**config.mk**
```make
export PLATFORM = sky130hd
export DESIGN_NAME = pci_cfg_xlate
export DESIGN_NICKNAME = d
export VERILOG_FILES = /design/src/rtl/pci_cfg_xlate_pkg.sv /design/src/rtl/pci_cfg_lane_swap.sv /design/src/rtl/pci_cfg_addr_decode.sv /design/src/rtl/pci_cfg_seq.sv /design/src/rtl/pci_cfg_xlate.sv
export SDC_FILE = /design/constraint.sdc
export NUM_CORES = 1
export LEC_CHECK = 0
export ABC_AREA = 1
export BUFFER_PORTS_ARGS = -buffer_cell sky130_fd_sc_hd__buf_2
export CORE_MARGIN = 2
export CORE_UTILIZATION = 47
export DETAILED_ROUTE_END_ITERATION = 8
export GPL_ROUTABILITY_DRIVEN = 0
export PLACE_DENSITY = 0.74
export SLEW_MARGIN = 10
export SYNTH_ARGS = -nofsm -noshare
export SYNTH_HDL_FRONTEND = slang
export SYNTH_SLANG_ARGS = --single-unit
```
**constraint.sdc**
```tcl
create_clock -name clk -period 5.3 [get_ports clk]
set_clock_uncertainty 0.2 [all_clocks]
set_input_delay 0.265 -clock clk [delete_from_list [all_inputs] [get_ports clk]]
set_output_delay 0.265 -clock clk [all_outputs]
set_load 0.1 [all_outputs]
```
**src/rtl/pci_cfg_xlate_pkg.sv**
```systemverilog
package pci_cfg_xlate_pkg;

    localparam int DATA_W    = 32;
    localparam int OFF_W     = 12;
    localparam int LEN_W     = 3;
    localparam int SLOT_LO   = 11;
    localparam int SLOT_HI   = 31;
    localparam int SLOT_W    = 5;

    typedef enum logic [1:0] {
        FMT_PASS   = 2'd0,
        FMT_TYPE1  = 2'd1,
        FMT_ONEHOT = 2'd2
    } cfg_fmt_e;

    typedef enum logic [1:0] {
        ST_IDLE = 2'd0,
        ST_BUS  = 2'd1,
        ST_DONE = 2'd2
    } seq_state_e;

    typedef struct packed {
        logic              hit;
        cfg_fmt_e          fmt;
        logic [DATA_W-1:0] addr;
    } xlate_t;

endpackage

```
**src/rtl/pci_cfg_lane_swap.sv**
```systemverilog
module pci_cfg_lane_swap
    import pci_cfg_xlate_pkg::*;
#(
    parameter int BYTES = DATA_W / 8
) (
    input  logic [BYTES*8-1:0] din,
    input  logic [LEN_W-1:0]   len,
    output logic [BYTES*8-1:0] dout
);
    logic [BYTES*8-1:0] rev_full;

    genvar g;
    generate
        for (g = 0; g < BYTES; g++) begin : g_rev
            assign rev_full[g*8 +: 8] = din[(BYTES-1-g)*8 +: 8];
        end
    endgenerate

    always_comb begin
        dout = '0;
        unique case (len)
            3'd1: dout[7:0] = din[7:0];
            3'd2: begin
                dout[7:0]  = din[15:8];
                dout[15:8] = din[7:0];
            end
            default: dout = rev_full;
        endcase
    end
endmodule

```
**src/rtl/pci_cfg_addr_decode.sv**
```systemverilog
module pci_cfg_addr_decode
    import pci_cfg_xlate_pkg::*;
(
    input  logic [DATA_W-1:0] stored,
    input  logic [OFF_W-1:0]  off,
    output xlate_t            xl
);
    logic [SLOT_W-1:0] slot;
    logic              found;

    always_comb begin
        slot  = '0;
        found = 1'b0;
        for (int i = SLOT_HI; i >= SLOT_LO; i--) begin
            if (stored[i]) begin
                slot  = SLOT_W'(i - SLOT_LO);
                found = 1'b1;
            end
        end
    end

    always_comb begin
        xl = '0;
        if (stored[DATA_W-1]) begin
            xl.fmt  = FMT_PASS;
            xl.hit  = 1'b1;
            xl.addr = {stored[DATA_W-1:2], off[1:0]};
        end else if (stored[0]) begin
            xl.fmt  = FMT_TYPE1;
            xl.hit  = 1'b1;
            xl.addr = {stored[DATA_W-1:3], off[2:0]};
        end else begin
            xl.fmt  = FMT_ONEHOT;
            xl.hit  = found;
            xl.addr = {16'h0000, slot, stored[10:8], stored[7:3], off[2:0]};
        end
    end
endmodule

```
**src/rtl/pci_cfg_seq.sv**
```systemverilog
module pci_cfg_seq
    import pci_cfg_xlate_pkg::*;
(
    input  logic              clk,
    input  logic              rst,
    input  logic              cpu_valid,
    input  logic              cpu_sel,
    input  logic              cpu_we,
    input  logic [LEN_W-1:0]  cpu_len,
    input  logic [DATA_W-1:0] cpu_wdata,
    input  logic [DATA_W-1:0] wdata_sw,
    input  xlate_t            xl,
    input  logic              bus_rsp_valid,
    input  logic [DATA_W-1:0] rsp_sw,
    output logic [DATA_W-1:0] addr_q,
    output logic [LEN_W-1:0]  len_q,
    output logic              cpu_ready,
    output logic [DATA_W-1:0] cpu_rdata,
    output logic              bus_req_valid,
    output logic              bus_req_we,
    output logic [DATA_W-1:0] bus_req_addr,
    output logic [DATA_W-1:0] bus_req_wdata
);
    seq_state_e        state;
    logic [DATA_W-1:0] rdata_q;

    always_ff @(posedge clk) begin
        if (rst) begin
            state         <= ST_IDLE;
            addr_q        <= '0;
            len_q         <= '0;
            rdata_q       <= '0;
            bus_req_valid <= 1'b0;
            bus_req_we    <= 1'b0;
            bus_req_addr  <= '0;
            bus_req_wdata <= '0;
        end else begin
            unique case (state)
                ST_IDLE: if (cpu_valid) begin
                    len_q <= cpu_len;
                    if (!cpu_sel) begin
                        rdata_q <= addr_q;
                        if (cpu_we) addr_q <= cpu_wdata;
                        state <= ST_DONE;
                    end else if (xl.hit) begin
                        bus_req_valid <= 1'b1;
                        bus_req_we    <= cpu_we;
                        bus_req_addr  <= xl.addr;
                        bus_req_wdata <= wdata_sw;
                        state         <= ST_BUS;
                    end else begin
                        rdata_q <= '1;
                        state   <= ST_DONE;
                    end
                end
                ST_BUS: if (bus_rsp_valid) begin
                    bus_req_valid <= 1'b0;
                    rdata_q       <= rsp_sw;
                    state         <= ST_DONE;
                end
                default: state <= ST_IDLE;
            endcase
        end
    end

    assign cpu_ready = (state == ST_DONE);
    assign cpu_rdata = rdata_q;

    a_r1_reset_clear: assert property (@(posedge clk)
        rst |=> (addr_q == '0));

    a_r9_hold_request: assert property (@(posedge clk) disable iff (rst)
        (bus_req_valid && !bus_rsp_valid) |=>
            (bus_req_valid && $stable(bus_req_addr) && $stable(bus_req_wdata)
             && $stable(bus_req_we)));

    a_r9_ready_pulse: assert property (@(posedge clk) disable iff (rst)
        cpu_ready |=> !cpu_ready);

    a_r9_ready_after_bus: assert property (@(posedge clk) disable iff (rst)
        cpu_ready |-> !bus_req_valid);

    a_r6_empty_no_cycle: assert property (@(posedge clk) disable iff (rst)
        (state == ST_IDLE && cpu_valid && cpu_sel && !xl.hit) |=> !bus_req_valid);
endmodule

```
**src/rtl/pci_cfg_xlate.sv**
```systemverilog
module pci_cfg_xlate
    import pci_cfg_xlate_pkg::*;
(
    input  logic        clk,
    input  logic        rst,
    input  logic        cpu_valid,
    input  logic        cpu_sel,
    input  logic        cpu_we,
    input  logic [11:0] cpu_off,
    input  logic [2:0]  cpu_len,
    input  logic [31:0] cpu_wdata,
    output logic        cpu_ready,
    output logic [31:0] cpu_rdata,
    output logic        bus_req_valid,
    output logic        bus_req_we,
    output logic [31:0] bus_req_addr,
    output logic [2:0]  bus_req_len,
    output logic [31:0] bus_req_wdata,
    input  logic        bus_rsp_valid,
    input  logic [31:0] bus_rsp_rdata
);
    logic [DATA_W-1:0] addr_q;
    logic [LEN_W-1:0]  len_q;
    logic [DATA_W-1:0] wdata_sw;
    logic [DATA_W-1:0] rsp_sw;
    xlate_t            xl;

    pci_cfg_addr_decode u_decode (
        .stored (addr_q),
        .off    (cpu_off),
        .xl     (xl)
    );

    pci_cfg_lane_swap u_swap_wr (
        .din  (cpu_wdata),
        .len  (cpu_len),
        .dout (wdata_sw)
    );

    pci_cfg_lane_swap u_swap_rd (
        .din  (bus_rsp_rdata),
        .len  (len_q),
        .dout (rsp_sw)
    );

    pci_cfg_seq u_seq (
        .clk           (clk),
        .rst           (rst),
        .cpu_valid     (cpu_valid),
        .cpu_sel       (cpu_sel),
        .cpu_we        (cpu_we),
        .cpu_len       (cpu_len),
        .cpu_wdata     (cpu_wdata),
        .wdata_sw      (wdata_sw),
        .xl            (xl),
        .bus_rsp_valid (bus_rsp_valid),
        .rsp_sw        (rsp_sw),
        .addr_q        (addr_q),
        .len_q         (len_q),
        .cpu_ready     (cpu_ready),
        .cpu_rdata     (cpu_rdata),
        .bus_req_valid (bus_req_valid),
        .bus_req_we    (bus_req_we),
        .bus_req_addr  (bus_req_addr),
        .bus_req_wdata (bus_req_wdata)
    );

    assign bus_req_len = len_q;
endmodule

```
==> out/qor.txt <==
Die W -> 118 um
Starting density of the core -> 48.1%
Syn Std Cell Area -> 6070 sq um
Final cell count without fillers -> 1150
Worst Reg2Reg Path Length in Cells -> 11
Pwr dens -> 413 nW/um^2
Syn Nets -> 857
H-tree level count -> 4
Max cap viols -> 0
Worst skew pair latency -> 420 ps
Core area -> 12600 sq um
CP Capture Type -> flip-flop
Max transition margin -> 27.0%
Worst-path fanout max -> 95
TritonCTS Sinks -> 135
Slew @ Worst Pin -> 1090 ps
Yosys reg bits -> 135
Total track usage -> 28.1%
Initial antenna violation count -> 0
Type of the most critical hold path -> input pin to flip-flop
Met1 Usage GRT -> 37.5%
Met2 GRT Util -> 43.4%
Simple-gate share of the synthesized area -> 15.3%
Reg clk slew, reported paths -> 60 ps
Nets -> 1053
DRT Pass-1 Iters -> 5
Register area -> 2700 sq um
First-pass GRT wire length -> 30.9 mm
Final wirelength -> 19.6 mm
Vias in the first global route -> 5764
Post-CTS Setup Repair Bufs -> 0
CTS tree -> yes
Crit path arrival time -> 3660 ps
R2R setup slack -> 1800 ps
Fin Setup TNS -> 0 ps
XOR/XNOR Fraction of Synth Area -> 0%
WL/cell -> 17.1 um
Library cells used by synthesis -> 33
Mean Syn Cell Area -> 7.87 sq um
Syn. warnings -> 0
DIE AREA -> 13800 sq um
Die height -> 118 um
R2R Path End -> u_seq.bus_req_wdata[15]
Post-route ant nets -> 0
Remaining global-route overflow -> 0
DR DRC count -> 0
Post-cts sizing count -> 0
Fin Hold WS -> 28.1 ps
Post-synth EDFFs -> 0
FFs w/ async S/R, synth -> 0%
Mux share of post-synthesis cell area -> 0%
Outcome -> complete, no violations
Multi-input logic area -> 2770 sq um
Fin. max-slew vios -> 0
Syn-to-layout area delta -> 30.9%
Largest net degree at the start of global routing -> 96
FF-to-FF Start -> u_seq.addr_q[31]
Final Hold Vio Count -> 0
Port Buffers -> 177
RSZ-0062 raised after global routing -> false
Initial DRC Count -> 593
Setup crit end -> u_seq.bus_req_wdata[15]
Vias/cell -> 5.51
Global route hottest layer -> met2
Via Count -> 6342
Share of cells above drive strength 1 -> 30.6%
Total CTS buffers -> 17
FP Rows -> 41
Period minus WS final -> 3500 ps
Static leakage -> 3.47 nW
Sequential share of the synthesized area -> 44.5%
Worst Path Required -> 5460 ps
Adder-cell share of the synthesized area -> 0%
Fmax -> 286 MHz
CTS Buffer Depth -> 2
VDD IR-drop max -> 230 uV
Period Utilization, post-route -> 66.0%
Critical path type -> flip-flop to flip-flop
Post-DP HPWL -> 12.9 mm
Post-synthesis cell count -> 772
Critical path origin -> u_seq.addr_q[31]
Final Setup Violations -> 0
# IOs -> 187
Startpoint class of the critical path -> flip-flop
Complex-gate fraction of the synthesized area -> 30.3%
Dpl cells -> 1067
Main combinational cell family by area after synthesis -> compound AO/OA/AOI/OAI gates
CTS Root Cell -> clkbuf_16
CTS Hold Bufs -> 54
FILL cells -> 1149
Ys flop type -> dfxtp_1
GRT met3 Usage -> 6.20%
Antenna diodes -> 0
cells in the final DEF, fill, tap and decap left out:
cell	instances
a211oi_1	1
a21oi_1	138
a21oi_2	30
a221oi_1	7
a31oi_1	27
buf_2	177
buf_4	6
bufinv_16	1
clkbuf_1	4
clkbuf_16	17
clkbuf_8	4
clkinv_2	3
dfxtp_1	135
dlygate4sd3_1	54
inv_1	54
inv_2	10
inv_4	1
nand2_1	71
nand2_2	29
nand2_4	1
nand3_1	41
nand3_2	12
nand3b_1	1
nor2_1	23
nor2_2	5
nor3_1	1
nor3_2	2
o2111ai_1	1
o211ai_1	7
o21ai_0	109
o21ai_1	3
o221a_2	1
o31ai_1	2
kinds of logic (layout without fill, tap and decap cells):
| kind of cell | count (synthesis) | in the layout |
|---|---|---|
| AO/OA/AOI/OAI | 326 | 326 |
| AND/OR/NAND/NOR | 186 | 186 |
| flip-flops | 135 | 135 |
| buffers and inverters | 125 | 331 |
registers in the layout, summed over array words and instances (netlist names):
name                 count
u_seq.addr_q            32
u_seq.bus_req_addr      32
u_seq.bus_req_wdata     32
u_seq.cpu_rdata         32
u_seq.len_q              3
u_seq.state              2
u_seq.bus_req_valid      1
u_seq.bus_req_we         1
area by class of cell:
type | count | share of cell area (%)
Clock buffer | 25 | 6.23
Clock inverter | 4 | 0.567
Inverter | 65 | 3.10
Multi-Input combinational cell | 512 | 34.9
Sequential cell | 135 | 34.0
Tap cell | 172 | 2.71
Timing Repair Buffer | 237 | 18.5
report_power, final:
group,internal [mW],total [mW],switching (mW)
clock,0.684,1.09,0.409
combinational,0.200,1.04,0.842
sequential,1.10,1.15,0.0475
synthesized netlist by cell type (3+ instances only):
cell	n	share of area, %
o211ai_1	7	0.87
a21oi_2	30	4.3
nand2_2	29	3.0
a221oi_1	7	1.0
a31oi_1	27	2.8
nand3_1	42	3.5
nand3_2	11	1.8
a21oi_1	138	11
inv_2	9	0.56
inv_1	55	3.4
nor2_2	5	0.51
buf_1	3	0.19
nand2_1	71	4.4
buf_4	3	0.37
buf_2	14	1.2
nor2_1	23	1.4
o21ai_1	3	0.25
dfxtp_1	135	44
o21ai_0	109	9.0
buf_6	6	1.1
clkbuf_1	28	1.7
worst max-delay path, stage by stage (launching register included):
cell and delay, ps:
dfxtp_1 350, nor2_1 60, inv_2 280, nor3_2 120, nand3_2 80, nand2_2 70, nor2_2 140, nand2_4 360
inv_4 780, o21ai_0 190, a31oi_1 190, dlygate4sd3_1 570
layer usage:
layer	vias up	wire (um)
met5	-	0
met4	0	682
met3	53	1440
met2	302	9070
met1	2925	8420
li1	3062	-
metrics by stage:
step | worst slack [ps] | power (mW) | area [sq um] | utilization [%]
2_1_floorplan | 2930 | 2.00 | 6070 | -
4_1_cts | 1840 | 3.29 | 7950 | 63.0
5_1_grt | 1550 | 3.41 | 7950 | 63.0
3_5_place_dp | 2330 | 2.17 | 6870 | 54.4
3_3_place_gp | 2360 | 2.16 | 6870 | 54.4
6_report | 1800 | 3.29 | 7950 | 63.0
how the worst min path moves through the flow:
stage	from	to	slack, ps	depth (start not counted)
2_1_floorplan	cpu_len[2]	u_seq.len_q[2]	200	2
3_3_place_gp	u_seq.bus_req_wdata[31]	u_seq.bus_req_wdata[31]	250	2
3_5_place_dp	u_seq.bus_req_wdata[16]	u_seq.bus_req_wdata[16]	250	2
4_1_cts	cpu_wdata[30]	u_seq.addr_q[30]	10	3
5_1_grt	cpu_wdata[30]	u_seq.addr_q[30]	30	3
6_report	bus_rsp_rdata[13]	u_seq.cpu_rdata[21]	30	3
Power figures use the tool's default switching activity.
